### src/rtl/rename_pkg.sv
`timescale 1ns/1ps
package rename_pkg;
  localparam int unsigned LOG_REGS  = 32;
  localparam int unsigned PHYS_REGS = 40;

  typedef enum logic [1:0] {
    OP_ARITH = 2'b00,
    OP_LOAD  = 2'b01,
    OP_STORE = 2'b10,
    OP_OTHER = 2'b11
  } rn_op_e;
endpackage

### src/rtl/name_fifo.sv
`timescale 1ns/1ps
module name_fifo #(
  parameter int unsigned DEPTH     = 8,
  parameter int unsigned W         = 6,
  parameter bit          INIT_FULL = 1'b0,
  parameter int unsigned INIT_BASE = 0
) (
  input  logic                       clk,
  input  logic                       rst_n,
  input  logic                       push,
  input  logic [W-1:0]               push_data,
  input  logic                       pop,
  output logic [W-1:0]               head,
  output logic                       empty,
  output logic [$clog2(DEPTH+1)-1:0] count
);
  localparam int unsigned PTR_W = (DEPTH > 1) ? $clog2(DEPTH) : 1;
  localparam int unsigned CNT_W = $clog2(DEPTH+1);

  logic [W-1:0]     mem [DEPTH];
  logic [PTR_W-1:0] rd_ptr, wr_ptr;
  logic [CNT_W-1:0] cnt;
  logic             do_push, do_pop;

  function automatic logic [PTR_W-1:0] bump(input logic [PTR_W-1:0] p);
    return (p == PTR_W'(DEPTH-1)) ? '0 : p + 1'b1;
  endfunction

  assign empty   = (cnt == '0);
  assign count   = cnt;
  assign head    = mem[rd_ptr];
  assign do_pop  = pop && !empty;
  assign do_push = push && (cnt != CNT_W'(DEPTH));

  always_ff @(posedge clk) begin
    if (!rst_n) begin
      rd_ptr <= '0;
      wr_ptr <= '0;
      cnt    <= INIT_FULL ? CNT_W'(DEPTH) : '0;
      for (int k = 0; k < DEPTH; k++)
        mem[k] <= INIT_FULL ? W'(INIT_BASE + k) : '0;
    end else begin
      if (do_push) begin
        mem[wr_ptr] <= push_data;
        wr_ptr      <= bump(wr_ptr);
      end
      if (do_pop)
        rd_ptr <= bump(rd_ptr);
      case ({do_push, do_pop})
        2'b10:   cnt <= cnt + 1'b1;
        2'b01:   cnt <= cnt - 1'b1;
        default: cnt <= cnt;
      endcase
    end
  end
endmodule

### src/rtl/remap_table.sv
`timescale 1ns/1ps
module remap_table #(
  parameter int unsigned ENTRIES = 32,
  parameter int unsigned AW      = 5,
  parameter int unsigned DW      = 6
) (
  input  logic          clk,
  input  logic          rst_n,
  input  logic [AW-1:0] rd_dst,
  input  logic [AW-1:0] rd_a,
  input  logic [AW-1:0] rd_b,
  output logic [DW-1:0] map_dst,
  output logic [DW-1:0] map_a,
  output logic [DW-1:0] map_b,
  input  logic          we,
  input  logic [AW-1:0] wr_addr,
  input  logic [DW-1:0] wr_data
);
  logic [DW-1:0] tbl [ENTRIES];

  // Reads see the table before this cycle's write lands.
  assign map_dst = tbl[rd_dst];
  assign map_a   = tbl[rd_a];
  assign map_b   = tbl[rd_b];

  for (genvar e = 0; e < ENTRIES; e++) begin : g_ent
    always_ff @(posedge clk) begin
      if (!rst_n)
        tbl[e] <= DW'(e);
      else if (we && wr_addr == AW'(e))
        tbl[e] <= wr_data;
    end
  end
endmodule

### src/rtl/rename_core.sv
`timescale 1ns/1ps
module rename_core
  import rename_pkg::*;
#(
  parameter int unsigned N_LOG  = LOG_REGS,
  parameter int unsigned N_PHYS = PHYS_REGS,
  parameter int unsigned LW     = $clog2(N_LOG),
  parameter int unsigned PW     = $clog2(N_PHYS)
) (
  input  logic          clk,
  input  logic          rst_n,
  input  logic          in_valid,
  output logic          in_ready,
  input  logic [1:0]    in_op,
  input  logic [LW-1:0] in_dst,
  input  logic [LW-1:0] in_src_a,
  input  logic [LW-1:0] in_src_b,
  input  logic          free_return,
  output logic          out_valid,
  input  logic          out_ready,
  output logic [1:0]    out_op,
  output logic [PW-1:0] out_dst,
  output logic [PW-1:0] out_src_a,
  output logic [PW-1:0] out_src_b
);
  localparam int unsigned SPARE = N_PHYS - N_LOG;
  localparam int unsigned CW    = $clog2(SPARE+1);

  logic          is_load, slot_free, fire, alloc, recycle;
  logic [PW-1:0] map_dst, map_a, map_b;
  logic [PW-1:0] fl_head, pq_head;
  logic          fl_empty, pq_empty;
  logic [CW-1:0] fl_count, pq_count;

  assign is_load   = (rn_op_e'(in_op) == OP_LOAD);
  assign slot_free = !out_valid || out_ready;
  assign in_ready  = slot_free && !(is_load && fl_empty);
  assign fire      = in_valid && in_ready;
  assign alloc     = fire && is_load;
  assign recycle   = free_return && !pq_empty;

  remap_table #(.ENTRIES(N_LOG), .AW(LW), .DW(PW)) map_i (
    .clk     (clk),
    .rst_n   (rst_n),
    .rd_dst  (in_dst),
    .rd_a    (in_src_a),
    .rd_b    (in_src_b),
    .map_dst (map_dst),
    .map_a   (map_a),
    .map_b   (map_b),
    .we      (alloc),
    .wr_addr (in_dst),
    .wr_data (fl_head)
  );

  name_fifo #(.DEPTH(SPARE), .W(PW), .INIT_FULL(1'b1), .INIT_BASE(N_LOG)) free_i (
    .clk       (clk),
    .rst_n     (rst_n),
    .push      (recycle),
    .push_data (pq_head),
    .pop       (alloc),
    .head      (fl_head),
    .empty     (fl_empty),
    .count     (fl_count)
  );

  name_fifo #(.DEPTH(SPARE), .W(PW), .INIT_FULL(1'b0), .INIT_BASE(0)) pend_i (
    .clk       (clk),
    .rst_n     (rst_n),
    .push      (alloc),
    .push_data (map_dst),
    .pop       (recycle),
    .head      (pq_head),
    .empty     (pq_empty),
    .count     (pq_count)
  );

  always_ff @(posedge clk) begin
    if (!rst_n) begin
      out_valid <= 1'b0;
      out_op    <= '0;
      out_dst   <= '0;
      out_src_a <= '0;
      out_src_b <= '0;
    end else if (fire) begin
      out_valid <= 1'b1;
      out_op    <= in_op;
      out_dst   <= alloc ? fl_head : map_dst;
      out_src_a <= map_a;
      out_src_b <= map_b;
    end else if (out_ready) begin
      out_valid <= 1'b0;
    end
  end
endmodule

### config.mk
export PLATFORM = sky130hd
export DESIGN_NAME = rename_core
export DESIGN_NICKNAME = d
export VERILOG_FILES = /design/src/rtl/rename_pkg.sv /design/src/rtl/name_fifo.sv /design/src/rtl/remap_table.sv /design/src/rtl/rename_core.sv
export SDC_FILE = /design/constraint.sdc
export NUM_CORES = 1
export LEC_CHECK = 0
export ABC_CLOCK_PERIOD_IN_PS = 4430
export BUFFER_PORTS_ARGS = -buffer_cell sky130_fd_sc_hd__buf_2
export CORE_AREA = 2 2 178 180
export DETAILED_ROUTE_END_ITERATION = 7
export DIE_AREA = 0 0 180 182
export PLACE_DENSITY = 0.76
export SYNTH_ARGS = -nofsm -noshare
export SYNTH_HDL_FRONTEND = slang
export SYNTH_SLANG_ARGS = --single-unit
### constraint.sdc
create_clock -name clk -period 4.43 [get_ports clk]
set_clock_uncertainty 0.05 [all_clocks]
set_input_delay 1.329 -clock clk [delete_from_list [all_inputs] [get_ports clk]]
set_output_delay 1.329 -clock clk [all_outputs]
set_load 0.02 [all_outputs]
==> results.yml <==
cells_and_area:
  final-instance-count-excl-fill: 1879
  drive_above_1_share: 0.219
  num-fill-cells: 2204
  area_delta_synth_final_pct: 10.6
  final_area_um2: 20200
  fin_util: 0.652
  diodes: 0
  fin_nets: 1487
setup_path:
  critPathMaxStageDelay_ns: 0.35
  start_kind: "input pin"
  path_cells: "buf_2 > nor3b_1 > a21oi_1 > buf_2"
  cp.depth: 4
  slowest_stage: "nor3b_1"
  cp_num_buf_inv: 2
  path_max_fanout: 6
  cp-end-kind: "primary output"
  rr_worst_depth: 10
  worstSetupPathType: "input pin to primary output"
  cp.arrival_ns: 2.16
  crit_required_ns: 3.05
  path_common_cell: "buf_2"
  crit_family: "simple AND/OR/NAND/NOR gates"
sta:
  rsz0062_at_grt: "no"
  finalWorstSetupSlack_ns: 0.888
  period_share: 0.799
  hold_ws_ns: 0.423
  maxSlewHeadroom: 0.248
  fin_crit_ns: 3.54
  fmax_mhz: 282
  tightest_slew_ns: 1.10
  setup_viol: 0
  slew_viol_final: 0
  finalHoldViolCount: 0
  setup_tns_ns: 0
detailed_routing:
  firstDrtPassIters: 8
  viasPerCell: 7.25
  wl_mm: 56.7
  drt-initial-drc-count: 2241
  postRouteAntennaNets: 0
  wl_per_cell_um: 30.2
  drc_errors: 0
  via_count: 13615
synth:
  synth_common_cells: "edfxtp_1 (288), nor2_1 (228), nand2_1 (179)"
  synth_flop_cell: "edfxtp_1"
  syn-num-nets: 1460
  netlist_area_um2: 18300
  synth_most_common_cell: "edfxtp_1"
  synthTopCellsByArea: "edfxtp_1 (47%), mux4_2 (18%), dfxtp_1 (5.1%)"
  synth-adder-area-share: 0.00890
  synth_top_family_by_area: "multiplexers"
  synth_xor_area_frac: 0.00240
  synth_mux_area_frac: 0.238
  synth_async_sr_flop_share: 0
  avgSynthCellArea_um2: 12.8
  yosys_warnings: 0
  ys_seq_area_frac: 0.525
  synthCells: 1425
  synth_edf_count: 288
  synth_compound_area_frac: 0.0674
  netlist.top_cell.by_area: "edfxtp_1"
  synth_top_cell_area_share: 0.473
  ys_ff_latch: 335
  synth.distinct_cells: 60
  synthSimpleGateAreaFrac: 0.129
floorplanning:
  io_pins: 44
  placementRows: 65
  fp.dieH_um: 182
  core-area_um2: 31000
  dieArea_um2: 32800
  fp.dieW_um: 180
  initial_core_util: 0.590
placed_design:
  place_area_um2: 19100
  dp_slack_ns: 0.613
  dp_hpwl_mm: 41.3
  place_congestion: 0.980
  post-place-cells: 1816
  portBuffers: 43
power:
  swShare: 0.258
  p_clk_frac: 0.391
  p_int_mw: 5.69
  ir_drop_mv: 0.281
  switchingPower_mw: 1.97
  p_seq_frac: 0.476
  power_leakage_nw: 6.64
  p_comb_frac: 0.133
  totalPowerFinal_mw: 7.66
  power.density_nw_per_um2: 379
clock_tree:
  path_clk_slew_ns: 0.06
  h-tree-depth: 2
  insertion_delay_ns: 0.53
  cts_resized: 0
  cts_buffers: 36
  clock-sinks: 335
  post_cts_buffers: 0
  clock_path_buffers: 3
  cts_tree: "yes"
  hold_buffers: 0
  root_buffer: "clkbuf_16"
grt:
  grt_overflow_total: 0
  antenna_found_initial: 0
  grt_max_degree: 70
  grt_pass1_wl_mm: 84.0
  track_usage: 0.348
  grt_pass1_vias: 13117
hold_path:
  hold_class: "flip-flop to flip-flop"
  worstHoldPathCells: 1
run_status:
  run_status: "completed"
run:
  maxCapViolations: 0
-- worst paths after layout --
kind                                startpoint                           end  slack (ns)
setup / recovery                      in_op[0]                      in_ready        0.89
hold / removal       out_src_a[4]$_SDFFE_PN0P_     out_src_a[4]$_SDFFE_PN0P_        0.42
setup reg to reg  pend_i.count[0]$_SDFFE_PN0P_  free_i.count[2]$_SDFFE_PN0P_        1.36
hold reg to reg      out_src_a[4]$_SDFFE_PN0P_     out_src_a[4]$_SDFFE_PN0P_        0.42
-- cells by family after synthesis --
group                    count (synthesis)
AO/OA/AOI/OAI                          170
multiplexers                           240
AND/OR/NAND/NOR                        544
XOR/XNOR                                 5
flip-flops                             335
adder cells (fa/ha/maj)                 13
buffers and inverters                  118
-- power by group through the flow --
stage / registers (mW) / clock network (mW) / logic [mW]
final: 3.65 / 2.99 / 1.02
after global routing: 3.66 / 3.12 / 1.07
after CTS: 3.65 / 3.00 / 1.00
after detailed placement: 3.71 / 0 / 0.995
after global placement: 3.71 / 0 / 0.981
after floorplan: 3.66 / 0 / 0.699
-- metal layers --
metal | vias to the layer above | global-route usage | part of all wire
met3 | 191 | 0.0842 | 0.13
li1 | 5549 | - | -
met1 | 6745 | 0.453 | 0.35
met2 | 1130 | 0.556 | 0.47
met5 | - | 0 | 0
met4 | 0 | 0.167 | 0.055
-- worst register-to-register path, stage by stage (launching register included) --
cell and delay [ns]:
dfxtp_1 0.38, o41ai_2 0.86, a21oi_2 0.20, inv_1 0.20, ha_1 0.27, xor2_1 0.17
ha_1 0.16, a21oi_1 0.05, xor2_1 0.18, or3_1 0.34, a21boi_0 0.16
-- cell type report --
cell class | instances | area, um2 | share of cell area
Sequential cell | 335 | 9590 | 0.474
Multi-Input combinational cell | 972 | 8220 | 0.407
Clock buffer | 50 | 1000 | 0.0496
Timing Repair Buffer | 98 | 711 | 0.0352
Tap cell | 402 | 503 | 0.0249
Clock inverter | 13 | 151 | 0.00749
Inverter | 9 | 33.8 | 0.00167
-- placed cells by master, fill, tap and decap left out, types with 11 or more instances in the layout --
cell type  instances
nand2_1          179
nand2b_1          12
a221oi_1          33
mux2i_4           12
ha_1              13
mux4_2           150
nor3_1            26
o21ai_1           25
nor2b_1           21
mux2i_1           78
a21oi_1           25
buf_2             40
o21ai_0           22
clkbuf_16         36
nand3_1           32
dfxtp_1           47
and2_1            11
nor2_1           228
buf_4             52
edfxtp_1         288
-- registers in the layout (all words and copies together) (netlist names), named ones only --
register       cells
pend_i.rd_ptr      3
out_dst            6
out_valid          1
pend_i.mem        48
free_i.rd_ptr      3
free_i.wr_ptr      3
free_i.mem        48
pend_i.wr_ptr      3
free_i.count       4
map_i.tbl        192
out_op             2
out_src_a          6
out_src_b          6
pend_i.count       4
Note: power is estimated with default switching activity, not from simulation.
